### config.mk
export PLATFORM = sky130hd
export DESIGN_NAME = wdt_keyed
export DESIGN_NICKNAME = d
export VERILOG_FILES = /design/src/rtl/wdt_pkg.sv /design/src/rtl/wdt_guard.sv /design/src/rtl/wdt_regfile.sv /design/src/rtl/wdt_countdown.sv /design/src/rtl/wdt_keyed.sv
export SDC_FILE = /design/constraint.sdc
export NUM_CORES = 1
export LEC_CHECK = 0
export BUFFER_PORTS_ARGS = -buffer_cell sky130_fd_sc_hd__buf_2
export CORE_MARGIN = 3
export CORE_UTILIZATION = 40
export CTS_CLUSTER_SIZE = 10
export DETAILED_ROUTE_END_ITERATION = 7
export PLACE_DENSITY = 0.62
export SLEW_MARGIN = 20
export SYNTH_ARGS = -nofsm -noshare
export SYNTH_HDL_FRONTEND = slang
export SYNTH_SLANG_ARGS = --single-unit
### constraint.sdc
create_clock -name clk -period 4.3 [get_ports clk]
set_clock_uncertainty 0.2 [all_clocks]
set_input_delay 0.215 -clock clk [delete_from_list [all_inputs] [get_ports clk]]
set_output_delay 0.215 -clock clk [all_outputs]
set_load 0.01 [all_outputs]
### src/rtl/wdt_pkg.sv
package wdt_pkg;
   localparam int unsigned ADDR_MIN_W = 12;
   localparam logic [11:0] A_LOAD_LO  = 12'h080;
   localparam logic [11:0] A_LOAD_HI  = 12'h084;
   localparam logic [11:0] A_CTRL     = 12'h088;
   localparam logic [11:0] A_LOCK     = 12'h0A0;
   localparam logic [15:0] OPEN_KEY   = 16'hE551;
   localparam int unsigned CTL_RUN    = 1;
   localparam int unsigned CTL_NEW    = 2;
   localparam int unsigned CTL_RSTEN  = 3;
endpackage

### src/rtl/wdt_guard.sv
module wdt_guard #(
   parameter int unsigned ADDR_W = 12,
   parameter int unsigned REG_W  = 16
) (
   input  logic              clk,
   input  logic              rst_n,
   input  logic              wr_en,
   input  logic [ADDR_W-1:0] wr_addr,
   input  logic [REG_W-1:0]  wr_data,
   output logic              is_open
);
   import wdt_pkg::*;

   logic hit;
   assign hit = wr_en && (wr_addr == ADDR_W'(A_LOCK));

   always_ff @(posedge clk or negedge rst_n) begin
      if (!rst_n)   is_open <= 1'b0;
      else if (hit) is_open <= (wr_data == REG_W'(OPEN_KEY));
   end

   assert_key_opens_R2: assert property (@(posedge clk) disable iff (!rst_n)
      (hit && wr_data == REG_W'(OPEN_KEY)) |=> is_open);
   assert_guard_holds_R2: assert property (@(posedge clk) disable iff (!rst_n)
      !hit |=> $stable(is_open));
endmodule

### src/rtl/wdt_regfile.sv
module wdt_regfile #(
   parameter int unsigned ADDR_W = 12,
   parameter int unsigned REG_W  = 16,
   localparam int unsigned CNT_W = 2 * REG_W
) (
   input  logic              clk,
   input  logic              rst_n,
   input  logic              wr_en,
   input  logic [ADDR_W-1:0] wr_addr,
   input  logic [REG_W-1:0]  wr_data,
   input  logic              is_open,
   input  logic              run_clr,
   input  logic [ADDR_W-1:0] rd_addr,
   output logic [REG_W-1:0]  rd_data,
   output logic              run,
   output logic              rst_en,
   output logic              reload,
   output logic [CNT_W-1:0]  reload_val
);
   import wdt_pkg::*;

   logic [REG_W-1:0] load_lo, load_hi, lo_nxt, hi_nxt;
   logic             new_mode;
   logic             wr_ok, we_lo, we_hi, we_ctl;

   assign wr_ok  = wr_en && is_open;
   assign we_lo  = wr_ok && (wr_addr == ADDR_W'(A_LOAD_LO));
   assign we_hi  = wr_ok && (wr_addr == ADDR_W'(A_LOAD_HI));
   assign we_ctl = wr_ok && (wr_addr == ADDR_W'(A_CTRL));

   assign lo_nxt     = we_lo ? wr_data : load_lo;
   assign hi_nxt     = we_hi ? wr_data : load_hi;
   assign reload_val = {hi_nxt, lo_nxt};
   assign reload     = (we_ctl && wr_data[CTL_RUN] && !run) || ((we_lo || we_hi) && run);

   always_ff @(posedge clk or negedge rst_n) begin
      if (!rst_n) begin
         load_lo  <= '0;
         load_hi  <= '0;
         run      <= 1'b0;
         new_mode <= 1'b0;
         rst_en   <= 1'b0;
      end else begin
         load_lo <= lo_nxt;
         load_hi <= hi_nxt;
         if (we_ctl) begin
            new_mode <= wr_data[CTL_NEW];
            rst_en   <= wr_data[CTL_RSTEN];
         end
         if (run_clr)     run <= 1'b0;
         else if (we_ctl) run <= wr_data[CTL_RUN];
      end
   end

   always_comb begin
      rd_data = '0;
      if (rd_addr == ADDR_W'(A_LOAD_LO))      rd_data = load_lo;
      else if (rd_addr == ADDR_W'(A_LOAD_HI)) rd_data = load_hi;
      else if (rd_addr == ADDR_W'(A_CTRL)) begin
         rd_data[CTL_RUN]   = run;
         rd_data[CTL_NEW]   = new_mode;
         rd_data[CTL_RSTEN] = rst_en;
      end else if (rd_addr == ADDR_W'(A_LOCK)) rd_data[0] = is_open;
   end

   assert_closed_write_ignored_R3: assert property (@(posedge clk) disable iff (!rst_n)
      (wr_en && !is_open) |=> ($stable(load_lo) && $stable(load_hi) && $stable(new_mode) && $stable(rst_en)));
   assert_run_cleared_R8: assert property (@(posedge clk) disable iff (!rst_n)
      run_clr |=> !run);
endmodule

### src/rtl/wdt_countdown.sv
module wdt_countdown #(
   parameter int unsigned CNT_W       = 32,
   parameter int unsigned PULSE_TICKS = 4,
   localparam int unsigned PW         = $clog2(PULSE_TICKS + 1)
) (
   input  logic             clk,
   input  logic             rst_n,
   input  logic             act,
   input  logic             run,
   input  logic             rst_en,
   input  logic             reload,
   input  logic [CNT_W-1:0] reload_val,
   output logic             run_clr,
   output logic             sys_rst
);
   logic [CNT_W-1:0] count;
   logic [PW-1:0]    pcnt;
   logic             pulsing, step, at_end, start;

   assign pulsing = (pcnt != '0);
   assign step    = act && !pulsing && run;
   assign at_end  = (count <= CNT_W'(1));
   assign start   = !reload && step && at_end && rst_en;
   assign run_clr = act && (pcnt == PW'(1));
   assign sys_rst = pulsing;

   always_ff @(posedge clk or negedge rst_n) begin
      if (!rst_n) begin
         count <= '0;
         pcnt  <= '0;
      end else begin
         if (reload)    count <= reload_val;
         else if (step) count <= at_end ? '0 : count - CNT_W'(1);
         if (act && pulsing) pcnt <= pcnt - PW'(1);
         else if (start)     pcnt <= PW'(PULSE_TICKS);
      end
   end

   assert_count_frozen_R7: assert property (@(posedge clk) disable iff (!rst_n)
      (!reload && !act) |=> $stable(count));
   assert_pulse_frozen_R7: assert property (@(posedge clk) disable iff (!rst_n)
      (pulsing && !act) |=> $stable(pcnt));
   assert_pulse_from_tick_R8: assert property (@(posedge clk) disable iff (!rst_n)
      $rose(sys_rst) |-> ($past(act) && $past(rst_en)));
   assert_no_pulse_disabled_R9: assert property (@(posedge clk) disable iff (!rst_n)
      (!pulsing && !rst_en) |=> !sys_rst);
endmodule

### src/rtl/wdt_keyed.sv
module wdt_keyed #(
   parameter int unsigned ADDR_W      = 12,
   parameter int unsigned REG_W       = 16,
   parameter int unsigned PULSE_TICKS = 4,
   localparam int unsigned CNT_W      = 2 * REG_W
) (
   input  logic              clk,
   input  logic              rst_n,
   input  logic              tick_i,
   input  logic              mod_en_i,
   input  logic              clk_en_i,
   input  logic              wr_en_i,
   input  logic [ADDR_W-1:0] wr_addr_i,
   input  logic [REG_W-1:0]  wr_data_i,
   input  logic [ADDR_W-1:0] rd_addr_i,
   output logic [REG_W-1:0]  rd_data_o,
   output logic              sys_rst_o
);
   if (ADDR_W < wdt_pkg::ADDR_MIN_W) begin : g_bad_addr
      $error("wdt_keyed: ADDR_W too small for register map");
   end
   if (REG_W < 16) begin : g_bad_reg
      $error("wdt_keyed: REG_W must hold the 16-bit key");
   end
   if (PULSE_TICKS < 1) begin : g_bad_pulse
      $error("wdt_keyed: PULSE_TICKS must be at least 1");
   end

   logic             is_open, run, rst_en, reload, run_clr, act;
   logic [CNT_W-1:0] reload_val;

   assign act = tick_i && mod_en_i && clk_en_i;

   wdt_guard #(.ADDR_W(ADDR_W), .REG_W(REG_W)) u_guard (
      .clk(clk), .rst_n(rst_n), .wr_en(wr_en_i), .wr_addr(wr_addr_i),
      .wr_data(wr_data_i), .is_open(is_open));

   wdt_regfile #(.ADDR_W(ADDR_W), .REG_W(REG_W)) u_regs (
      .clk(clk), .rst_n(rst_n), .wr_en(wr_en_i), .wr_addr(wr_addr_i),
      .wr_data(wr_data_i), .is_open(is_open), .run_clr(run_clr),
      .rd_addr(rd_addr_i), .rd_data(rd_data_o), .run(run), .rst_en(rst_en),
      .reload(reload), .reload_val(reload_val));

   wdt_countdown #(.CNT_W(CNT_W), .PULSE_TICKS(PULSE_TICKS)) u_cnt (
      .clk(clk), .rst_n(rst_n), .act(act), .run(run), .rst_en(rst_en),
      .reload(reload), .reload_val(reload_val), .run_clr(run_clr),
      .sys_rst(sys_rst_o));
endmodule

==> results of run 1 <==
what timing repair did:
action	in CTS	in global routing
gates resized for setup	0	0
hold buffers	16	0
endpoints found under the hold margin	66	0
placed cells by master (no fill, tap or decap), types with 5 or more instances in the layout:
cell type / n
o21a_1: 9
dfrtp_1: 71
a22o_1: 13
buf_4: 7
or3_1: 11
inv_1: 8
buf_2: 62
or4_1: 8
mux2_2: 37
nor4_1: 11
clkbuf_8: 9
nand3_1: 19
nor2_1: 24
nand2b_1: 6
nor4b_1: 6
a21oi_1: 11
dlygate4sd3_1: 16
ha_1: 5
nor3_1: 17
nand2_1: 28
mux2i_1: 7
o21ai_0: 15
path summary, 6_finish.rpt:
kind | startpoint | end | slack [ns] | cells after the start
worst min-delay path | wr_data_i[1] | u_regs.run$_DFFE_PN0P_ | 0.07 | 3
worst max-delay path | u_cnt.count[20]$_DFFE_PN0P_ | u_cnt.count[17]$_DFFE_PN0P_ | 1.06 | 7
worst min register to register | u_cnt.pcnt[1]$_DFFE_PN0P_ | u_cnt.pcnt[1]$_DFFE_PN0P_ | 0.31 | 2
max in group asynchronous | rst_n | u_regs.load_hi[1]$_DFF_PN0_ | 2.62 | 3
worst max register to register | u_cnt.count[20]$_DFFE_PN0P_ | u_cnt.count[17]$_DFFE_PN0P_ | 1.06 | 7
min in group asynchronous | rst_n | u_cnt.pcnt[0]$_DFFE_PN0P_ | 0.30 | 2
power by group:
group	internal, mW	total [mW]	switching [mW]	leakage, nW
logic	0.0543	0.123	0.0688	1.27
clock network	0.209	0.467	0.258	0.0854
registers	0.683	0.696	0.0131	0.970
worst min-delay path, stage by stage:
cell and delay, ns:
buf_2 0.15, mux2i_1 0.15, a31oi_1 0.05
stage by stage:
| step | utilization, % | setup slack (ns) |
|---|---|---|
| CTS | 50.57 | 1.080 |
| global route | 50.69 | 0.8845 |
| floorplan | - | 1.620 |
| finish | 50.69 | 1.062 |
| global placement | 47.06 | 1.125 |
| detailed placement | 47.06 | 1.116 |
routing by layer:
metal	vias up	track usage [%]	part of all wire, %
met3	13	3.582	5.5
met4	0	6.383	1.6
li1	1649	-	-
met2	88	29.74	46
met1	1665	25.93	47
met5	-	0	0
sequential cells by signal, indices dropped and copies added (netlist names):
register / cells
u_regs.run: 1
u_regs.rst_en: 1
u_regs.load_hi: 16
u_regs.load_lo: 16
u_guard.is_open: 1
u_cnt.count: 32
u_cnt.pcnt: 3
u_regs.new_mode: 1
cell type report:
type / instances / area [um^2]
Timing Repair Buffer: 86 / 534.3
Fill cell: 884 / 4664
Multi-Input combinational cell: 294 / 2121
Inverter: 8 / 30.03
Clock buffer: 9 / 123.9
Tap cell: 129 / 161.4
Sequential cell: 71 / 1777
Clock inverter: 7 / 47.55
logic make-up (layout without fill, tap and decap cells):
group	count (synthesis)	count (layout)
AO/OA/AOI/OAI	86	86
XOR/XNOR	2	2
adder cells (fa/ha/maj)	5	5
buffers and inverters	27	110
flip-flops	71	71
multiplexers	45	45
AND/OR/NAND/NOR	156	156
==> summary.txt, run 1 <==
Route
  • Post-Route WL: slightly above 10 mm
  • Detailed Routing Iterations Pass 1: 4
  • Via density: between 5 and 6
  • Drt drc: 0
  • Drt wl/cell: 16.92 um
  • DRT iter0 DRCs: 217
  • DR vias: roughly 3400
  • Final ANT Viol Nets: 0

Floorplan
  • Chip width: approximately 110 um
  • Cell Rows: 35
  • Core area: 9459 um^2
  • Die area: 11230 um^2
  • IO Count: 63
  • Initial Util: 42.26%
  • Height of the die: between 100 and 150 um

STA
  • Peak Freq: 308.8 MHz
  • Tmin final: 3.238 ns
  • Slew @ Worst Pin: 0.8599 ns
  • Setup total negative slack: 0 ns
  • WHS: approximately 0.066 ns
  • RSZ-0062 raised after global routing: false
  • Final setup viols: 0
  • Final Cycle Share: around 75%
  • Final hold viol count: 0
  • Max-slew headroom: 42.67%
  • Final slew viol count: 0

GRT
  • GRT Util Overall: 18.79%
  • Antenna violations before repair: 0
  • Congestion Overflow GR: 0
  • Vias in the first global route: ~3400
  • First-pass GRT wire length: around 17 mm
  • Largest net degree at the start of global routing: 50

Clock tree
  • TritonCTS clock tree: built
  • CTS sink cnt: 71
  • Clock Pin Slew Worst Setup and Hold Paths: 0.08 ns
  • CTS root buf: clkbuf_8
  • Insertion delay to the later sink of the worst-skew pair: 0.35 ns
  • CTS H-Tree Depth: 3
  • Number of buffers created by CTS: 9
  • Setup bufs post-CTS: 0
  • Clock buffer depth: 2

Logic synthesis
  • Top cell type's share of synthesized area: between 40% and 50%
  • Post-Synth Adder-Cell Area: about 1.6%
  • Post-synthesis compound-gate area fraction: about 15%
  • Mux share of post-synthesis cell area: 12.46%
  • Synth warn: 0
  • Distinct cells, synth: just over 60
  • Ys async rst share: between 90% and 100%
  • Post-synthesis xor/xnor area fraction: less than 1%
  • Post-Syn Area: around 4000 um^2
  • Simple-gate share of the synthesized area: 22.57%
  • Largest cells by area after synthesis: dfrtp_1 (44%), mux2_2 (10%), a22o_1 (2.8%)
  • Predominant post-synthesis flop cell: dfrtp_1
  • Number of synthesized flops with an enable pin: 0
  • Mapped Nets: roughly 440
  • Cell taking the most area after synthesis: dfrtp_1
  • Syn Area/Cell: roughly 10 um^2
  • Most frequent cell after synthesis: dfrtp_1
  • Post-synth top cells: dfrtp_1 (71), mux2_2 (37), nand2_1 (28)
  • Largest family of logic cells by synthesized area: simple AND/OR/NAND/NOR gates
  • Synthesis-stage register bit count: 71
  • Mapped Cells: slightly below 400
  • Post-synthesis sequential area ratio: 44.44%

Critical path
  • CP Launch Type: register
  • Critical path arrival: about 3.3 ns
  • Crit-path max FO: 14
  • Crit. End Element: register
  • Required time of the critical path: approximately 4.3 ns
  • Critical path's largest stage delay: 0.68 ns
  • Buf+Inv Stages, Crit Path: 1
  • Crit-path slowest cell: nor4_4
  • CP cell instances: or4_4, or3_1, nor4_4, buf_4, nor2_1, a211oi_1, o21ba_1
  • Crit Path Class: reg2reg
  • Delay-heaviest family, CP: simple AND/OR/NAND/NOR gates

Power
  • Pwr Total: about 1.3 mW
  • Power per cell area: 268.3 nW/um^2
  • Worst ir drop on vdd: between 0.1 and 0.15 mV
  • Leak pwr: 2.325 nW

Finish
  • Final non-filler cell total: between 600 and 700
  • Final net count: between 500 and 600
  • Final instance area: 4795 um^2
  • Fraction of layout instances using a drive strength above 1: ~28%
  • Diode count: 0
  • Area growth syn-to-layout: 19.94%

Place
  • Detail Placement HPWL: around 7.5 mm
  • Buffers on Ports: between 60 and 70
  • Cells after DPL: around 570
  • Post-DP Area: about 4500 um^2
  • Final Wtd Congestion: 0.8396

Run status
  • Status: complete, no violations

Worst hold path
  • Hold Crit Class: in2reg

Flow run
  • MaxCap Viol Count: 0
Power figures use the tool's default switching activity.
==> run 2, diff against run 1 <==
--- a/config.mk
+++ b/config.mk
@@ -5,12 +5,13 @@
 export SDC_FILE = /design/constraint.sdc
 export NUM_CORES = 1
 export LEC_CHECK = 0
+export ABC_AREA = 1
 export BUFFER_PORTS_ARGS = -buffer_cell sky130_fd_sc_hd__buf_2
 export CORE_MARGIN = 3
 export CORE_UTILIZATION = 40
 export CTS_CLUSTER_SIZE = 10
 export DETAILED_ROUTE_END_ITERATION = 7
-export PLACE_DENSITY = 0.62
+export PLACE_DENSITY = 0.61
 export SLEW_MARGIN = 20
 export SYNTH_ARGS = -nofsm -noshare
 export SYNTH_HDL_FRONTEND = slang
==> constraint.sdc (replaced) <==
create_clock -name clk -period 3.3 [get_ports clk]
set_clock_uncertainty 0.2 [all_clocks]
set_input_delay 0.165 -clock clk [delete_from_list [all_inputs] [get_ports clk]]
set_output_delay 0.165 -clock clk [all_outputs]
set_load 0.01 [all_outputs]
==> run 2 against run 1 <==
Effect of this change: core utilization decreased by 2.3 points; critical endpoint is now u_cnt.count[2]$_DFFE_PN0P_; first-iteration DRC count increased by 23%; clock power increased by 110%; non-clock buffer count decreased by 3.
==> summary.txt, run 2 <==
Place
  • Detail Placement HPWL: 9.122 mm (+21%)
  • Post-DP Area: 5115 um^2 (+15%)
  • Final Wtd Congestion: 0.9055 (+7.8%)
  • Buffers on Ports: 62 (unchanged)

Worst hold path
  • Hold path cells: 4 (+1)
  • Hold Crit Start: wr_addr_i[4]
  • Hold Crit Class: in2reg

GRT
  • Antenna violations before repair: 0 (unchanged)
  • GRT Util Overall: 18.87% (+0.085 points)
  • Vias in the first global route: 4143 (+24%)
  • Congestion Overflow GR: 0 (unchanged)
  • First-pass GRT wire length: 19.93 mm (+18%)
  • Largest net degree at the start of global routing: 34 (-32%)

Floorplan
  • IO Count: 63 (unchanged)
  • Cell Rows: 39 (+11%)
  • Height of the die: 115.5 um (+9.0%)
  • Chip width: 115.5 um (+9.0%)
  • Core area: 11560 um^2 (+22%)
  • Initial Util: 41.45% (-0.81 points)
  • Die area: 13330 um^2 (+19%)

Critical path
  • FF-to-FF path depth: 7 (unchanged)
  • Crit Path Class: in2reg
  • CP Launch Type: input port
  • Crit. End Element: register
  • FF-to-FF Start: u_guard.is_open$_DFFE_PN0P_
  • CP Launch Point: wr_en_i
  • Required time of the critical path: 3.37 ns (-0.96 ns)
  • Crit-path max FO: 33 (+19)
  • Critical path arrival: 2.53 ns (-0.74 ns)

Power
  • Clock power share: 32.4% (-3.9 points)
  • Switch share: 36.31% (+9.8 points)
  • Register share of total power: 38.2% (-16 points)
  • Leak pwr: 2.949 nW (+27%)
  • Worst ir drop on vdd: 0.2398 mV (+100%)
  • Power per cell area: 541.5 nW/um^2 (+100%)
  • Psw: 1.100 mW (+220%)
  • Pwr Total: 3.029 mW (+140%)
  • Combinational share of power: 29.5% (+20 points)
  • Int Pwr: 1.930 mW (+100%)

Logic synthesis
  • Synth warn: 0 (unchanged)
  • Cell taking the most area after synthesis: dfrtp_1
  • Syn Area/Cell: 7.645 um^2 (-25%)
  • Synthesis-stage register bit count: 71 (unchanged)
  • Mapped Cells: 627 (+60%)
  • Post-synthesis sequential area ratio: 37.07% (-7.4 points)
  • Ys async rst share: 100.0% (unchanged)
  • Top cell type's share of synthesized area: 37.07% (-7.4 points)
  • Distinct cells, synth: 41 (-33%)
  • Largest cells by area after synthesis: dfrtp_1 (37%), nand2_1 (9.4%), nor2_1 (8.9%)
  • Mapped Nets: 678 (+53%)
  • Post-synth top cells: nand2_1 (120), nor2_1 (114), dfrtp_1 (71), inv_1 (71), nand3_1 (60)
  • Predominant post-synthesis flop cell: dfrtp_1
  • Post-Syn Area: 4793 um^2 (+20%)
  • Number of synthesized flops with an enable pin: 0 (unchanged)
  • Most frequent cell after synthesis: nand2_1

Finish
  • Most frequent cells in the layout: nand2_1 (120), nor2_1 (114), inv_1 (71), dfrtp_1 (71), buf_2 (62)
  • Final instance area: 5594 um^2 (+17%)
  • Biggest register: u_cnt.count
  • Commonest non-fill, non-tap cell in the layout: nand2_1
  • Final net count: 752 (+44%)
  • Largest registers: u_cnt.count (32), u_regs.load_hi (16), u_regs.load_lo (16)
  • Largest register FFs: 32 (unchanged)
  • Fraction of layout instances using a drive strength above 1: 25.21% (-2.8 points)
  • # fillers: 1166 (+32%)
  • Diode count: 0 (unchanged)
  • Area growth syn-to-layout: 16.71%

Route
  • Drt drc: 0 (unchanged)
  • Detailed Routing Iterations Pass 1: 4 (unchanged)
  • DRT iter0 DRCs: 267 (+23%)
  • DR vias: 4240 (+24%)
  • Post-Route WL: 12.19 mm (+19%)
  • Via density: 4.994 (-12%)
  • Final ANT Viol Nets: 0 (unchanged)
  • Drt wl/cell: 14.35 um (-15%)

STA
  • Max-slew headroom: 54.16% (+11 points)
  • Slew @ Worst Pin: 0.6860 ns (-0.1740 ns)
  • Final setup viols: 0 (unchanged)
  • Setup total negative slack: 0 ns (unchanged)
  • Tmin final: roughly 2.5 ns
  • RSZ-0062 raised after global routing: false
  • Final hold viol count: 0 (unchanged)
  • WHS: 0.01417 ns (-0.05170 ns)
  • Peak Freq: between 400 and 500 MHz
  • Final slew viol count: 0 (unchanged)
  • Final Cycle Share: about three quarters

Clock tree
  • Insertion delay to the later sink of the worst-skew pair: 0.34 ns (about the same)
  • CTS sink cnt: 71 (unchanged)
  • CTS H-Tree Depth: 3 (unchanged)
  • Clock buffer depth: 2 (unchanged)
  • Number of buffers created by CTS: 9 (unchanged)
  • TritonCTS clock tree: built
  • CTS root buf: clkbuf_16
  • Clock Pin Slew Worst Setup and Hold Paths: 0.06 ns (-0.02 ns)
  • Cts repair resizes: 0 (unchanged)

Run status
  • Status: complete, no violations

Flow run
  • MaxCap Viol Count: 0 (unchanged)
[run 2: cell types whose count changed after synthesis, sizes merged, moves of 16 or more]
cell	delta
nand2	+119
nor2	+102
inv	+65
nand3	+64
mux2	-38
a21oi	+23
xor2	+16
[run 2: metal layers]
| metal | GRT usage [%] | share of wire (%) |
|---|---|---|
| met2 | 29.86 | 47 |
| met4 | 6.182 | 1.7 |
| met5 | 0 | 0 |
| met1 | 26.29 | 48 |
| met3 | 3.342 | 3.3 |
[run 2: stage by stage]
stage / std cells / setup WS, ns / utilization (%)
2_1_floorplan: 627 / 1.546 / -
3_3_place_gp: 815 / 0.9995 / 44.23
3_5_place_dp: 815 / 0.9213 / 44.23
4_1_cts: 849 / 0.8475 / 48.37
5_1_grt: 849 / 0.6027 / 48.37
6_report: 849 / 0.8358 / 48.37
[run 2: worst paths after layout]
| path | end | slack [ns] |
|---|---|---|
| hold / removal | u_guard.is_open$_DFFE_PN0P_ | 0.01 |
| hold reg to reg | u_regs.new_mode$_DFFE_PN0P_ | 0.29 |
| setup / recovery | u_cnt.count[2]$_DFFE_PN0P_ | 0.84 |
| max in group asynchronous | u_regs.load_hi[15]$_DFF_PN0_ | 1.95 |
| setup reg to reg | u_cnt.count[2]$_DFFE_PN0P_ | 0.92 |
| min in group asynchronous | u_regs.load_lo[9]$_DFF_PN0_ | 0.18 |
[run 2: cells by family after synthesis]
family / synth area share [%]
simple gates: 37.74
compound gates: 9.110
xor+xnor: 4.751
buf+inv: 10.02
fa+ha+maj: 1.305
flops: 37.07
[run 2: repair_timing]
action	CTS	global route
setup buffers	0	0
hold endpoints to repair	56	0
hold buffers	18	0
[run 2: final cells by class]
class / instances / area, um^2 / share of cell area [%]
Clock buffer: 10 / 229.0 / 4.093
Clock inverter: 6 / 70.07 / 1.253
Inverter: 74 / 290.3 / 5.189
Multi-Input combinational cell: 462 / 2536 / 45.34
Sequential cell: 71 / 1777 / 31.76
Tap cell: 143 / 178.9 / 3.198
Timing Repair Buffer: 83 / 513.0 / 9.170
[run 2: critical path: stages]
cell and delay (ns):
dlygate4sd3_1 0.53, buf_2 0.14, nand2_1 0.15, nor2_2 0.09, nand2_4 0.37, nand4_2 0.21
nor2_4 0.58, o21ai_0 0.19, nand3_1 0.11
[run 2: power groups by stage]
| stage | clock, mW | sequential [mW] | combinational (mW) |
|---|---|---|---|
| after floorplan | 0 | 1.12 | 0.687 |
| after global placement | 0 | 1.16 | 0.864 |
| after detailed placement | 0 | 1.16 | 0.877 |
| after CTS | 1.01 | 1.15 | 0.897 |
| after global routing | 1.04 | 1.17 | 1.02 |
| final | 0.980 | 1.16 | 0.893 |
==> run 3, diff against run 2 <==
--- a/config.mk
+++ b/config.mk
@@ -5,13 +5,13 @@
 export SDC_FILE = /design/constraint.sdc
 export NUM_CORES = 1
 export LEC_CHECK = 0
-export ABC_AREA = 1
+export ABC_AREA = 0
 export BUFFER_PORTS_ARGS = -buffer_cell sky130_fd_sc_hd__buf_2
 export CORE_MARGIN = 3
 export CORE_UTILIZATION = 40
 export CTS_CLUSTER_SIZE = 10
 export DETAILED_ROUTE_END_ITERATION = 7
-export PLACE_DENSITY = 0.61
+export PLACE_DENSITY = 0.64
 export SLEW_MARGIN = 20
 export SYNTH_ARGS = -nofsm -noshare
 export SYNTH_HDL_FRONTEND = slang
==> constraint.sdc (replaced) <==
create_clock -name clk -period 2.2 [get_ports clk]
set_clock_uncertainty 0.2 [all_clocks]
set_input_delay 0.11 -clock clk [delete_from_list [all_inputs] [get_ports clk]]
set_output_delay 0.11 -clock clk [all_outputs]
set_load 0.01 [all_outputs]
==> run 3 against run 2 <==
Effect of this change: the run now ends with negative setup slack left; hold slack improved by 0.044 ns; critical endpoint is now u_cnt.count[30]$_DFFE_PN0P_; first-iteration DRC count decreased by 32%; core utilization increased by 13 points; combinational power decreased by 62%; final area increased by 3.1%; worst setup slack got worse by 1.3 ns.
==> summary.txt, run 3 (same netlist as run 1, synthesis figures left out) <==
Critical path
  • Critical path's largest stage delay: 0.54 ns (-0.04 ns)
  • R2R Path End: u_cnt.count[30]$_DFFE_PN0P_
  • CP cell instances: or4_4, or3_4, buf_6, or4_4, a21o_1, mux2_4
  • Required time of the critical path: 2.24 ns (-1.13 ns)
  • FF-to-FF setup slack: -0.49 ns (-1.41 ns)
  • Buf+Inv Stages, Crit Path: 1 (-1)
  • Crit-path slowest cell: or4_4
  • Critical path arrival: 2.73 ns (+0.20 ns)
  • FF-to-FF path depth: 6 (-1)
  • Crit. End Element: register
  • Delay-heaviest family, CP: simple AND/OR/NAND/NOR gates
  • CP Launch Type: register
  • Crit Path Class: reg2reg
  • Crit-path max FO: 3 (-91%)
  • FF-to-FF Start: u_cnt.count[20]$_DFFE_PN0P_
  • Critical path's most frequent cell: or4_4

Clock tree
  • CTS sink cnt: 71 (unchanged)
  • CTS H-Tree Depth: 3 (unchanged)
  • Number of buffers created by CTS: 9 (unchanged)
  • TritonCTS clock tree: built
  • CTS root buf: clkbuf_8
  • Insertion delay to the later sink of the worst-skew pair: 0.35 ns (about the same)
  • Clock buffer depth: 2 (unchanged)
  • Clock Pin Slew Worst Setup and Hold Paths: 0.08 ns (+0.02 ns)

Run status
  • Status: finished, violations left
  • Failing checks: negative setup slack

GRT
  • Largest net degree at the start of global routing: 51 (+50%)
  • GRT Util Overall: 21.29% (+2.4 points)
  • Vias in the first global route: 3861 (-6.8%)
  • First-pass GRT wire length: 18.90 mm (-5.2%)
  • Congestion Overflow GR: 0 (unchanged)
  • Antenna violations before repair: 0 (unchanged)

Floorplan
  • Die area: 11230 um^2 (-16%)
  • Height of the die: 106.0 um (-8.2%)
  • Cell Rows: 35 (-10%)
  • Initial Util: 42.26% (+0.81 points)
  • Chip width: 106.0 um (-8.2%)
  • IO Count: 63 (unchanged)
  • Core area: 9459 um^2 (-18%)

Finish
  • Fraction of layout instances using a drive strength above 1: 44.66% (+19 points)
  • # fillers: 781 (-33%)
  • Area growth syn-to-layout: 44.23%
  • Biggest register: u_cnt.count
  • Diode count: 0 (unchanged)
  • Final net count: 608 (-19%)
  • Post-layout util: 60.95% (+13 points)
  • Largest register FFs: 32 (unchanged)
  • Most frequent cells in the layout: buf_4 (76), dfrtp_1 (70), buf_2 (62)
  • Largest registers: u_cnt.count (32), u_regs.load_hi (16), u_regs.load_lo (16)
  • Commonest non-fill, non-tap cell in the layout: buf_4

STA
  • Final slew viol count: 0 (unchanged)
  • Final setup viols: 35 (+35)
  • Peak Freq: 372.0 MHz
  • Final Cycle Share: 122.2%
  • WHS: 0.05834 ns (+0.04417 ns)
  • RSZ-0062 raised after global routing: true
  • Final worst setup slack: -0.4884 ns (-1.324 ns)
  • Slew @ Worst Pin: 0.6121 ns (-0.07387 ns)
  • Tmin final: around 2.7 ns
  • Final hold viol count: 0 (unchanged)
  • Max-slew headroom: 58.82% (+4.7 points)

Route
  • Detailed Routing Iterations Pass 1: 4 (unchanged)
  • Via density: 5.601 (+12%)
  • Drt wl/cell: 16.86 um (+17%)
  • DRT iter0 DRCs: 182 (-32%)
  • DR vias: 3870 (-8.7%)
  • Post-Route WL: 11.65 mm (-4.4%)
  • Drt drc: 0 (unchanged)
  • Final ANT Viol Nets: 0 (unchanged)

Power
  • Worst ir drop on vdd: 0.2286 mV (-4.6%)
  • Pwr Total: 2.615 mW (-14%)
  • Power per cell area: 453.5 nW/um^2 (-16%)
  • Leak pwr: 2.872 nW (-2.6%)

Place
  • Detail Placement HPWL: 8.207 mm (-10%)
  • Final Wtd Congestion: 0.8514 (-6.0%)
  • Buffers on Ports: 62 (unchanged)

Flow run
  • MaxCap Viol Count: 0 (unchanged)

Worst hold path
  • Hold Crit Class: in2async
==> run 3: cell count changes in the layout (fill, tap and decap cells not counted), sizes merged, moves of 15 or more <==
cell	change
nor4	+15
nand3	-64
nor2	-102
buf	+88
nand2	-119
inv	-65
xor2	-16
a21oi	-23
mux2	+38
==> run 3: cell type report <==
type                       instances  area (um^2)  area share [%]
multi-input combinational        294         2330           40.41
sequential                        71         1778           30.84
timing repair buffer             173         1294           22.44
tap                              129        161.4           2.799
clock buffer                       9        123.9           2.148
clock inverter                     7        48.80          0.8464
inverter                           8        30.03          0.5208
==> run 3: worst max path at each step <==
stage | cells after the start | end | startpoint
final | 6 | u_cnt.count[30]$_DFFE_PN0P_ | u_cnt.count[20]$_DFFE_PN0P_
after global routing | 9 | u_cnt.count[22]$_DFFE_PN0P_ | u_cnt.count[0]$_DFFE_PN0P_
after CTS | 6 | u_cnt.count[30]$_DFFE_PN0P_ | u_cnt.count[20]$_DFFE_PN0P_
after detailed placement | 7 | u_cnt.count[29]$_DFFE_PN0P_ | u_cnt.count[20]$_DFFE_PN0P_
after global placement | 7 | u_cnt.count[29]$_DFFE_PN0P_ | u_cnt.count[20]$_DFFE_PN0P_
after floorplan | 6 | u_cnt.count[30]$_DFFE_PN0P_ | u_cnt.count[20]$_DFFE_PN0P_
==> run 3: stage by stage <==
step	worst slack, ns	std cells	area (um^2)	setup TNS [ns]
after floorplan	-0.4348	392	4073	-8.788
after global placement	-0.5060	643	5117	-12.06
after detailed placement	-0.5254	643	5117	-13.82
after CTS	-0.4725	688	5645	-13.25
after global routing	-0.5621	691	5766	-16.72
final	-0.4884	691	5766	-12.82
==> run 3: worst register-to-register path, delay by kind of cell, from the launching register on <==
| kind | cells | cell delay (ns) |
|---|---|---|
| flip-flops | 1 | 0.38 |
| AND/OR/NAND/NOR | 3 | 1.44 |
| AO/OA/AOI/OAI | 1 | 0.17 |
| multiplexers | 1 | 0.25 |
| buffers and inverters | 1 | 0.14 |
==> run 3: layer usage <==
layer  global-route usage [%]  share of wire (%)  up-vias
li1                         -                  -     1814
met1                    27.71                 46     1951
met2                    35.43                 48       85
met3                    3.643                3.0       20
met4                    8.326                2.4        0
met5                        0                  0        -
==> run 3: repair_timing <==
action | 4_1_cts | 5_1_grt
gates resized for setup | 21 | 25
endpoints found under the hold margin | 125 | 0
buffers inserted | 9 | 5
pin swaps | 13 | 11
endpoints found under the setup margin | 35 | 35
hold buffers | 20 | 0
cloned | 0 | 0
==> run 3: power by group <==
group	total [mW]	switching (mW)	leakage [nW]	internal, mW
Sequential	1.35	0.0158	0.969	1.33
Combinational	0.335	0.166	1.81	0.170
Clock	0.929	0.519	0.0894	0.410
Total	2.61	0.700	2.87	1.91
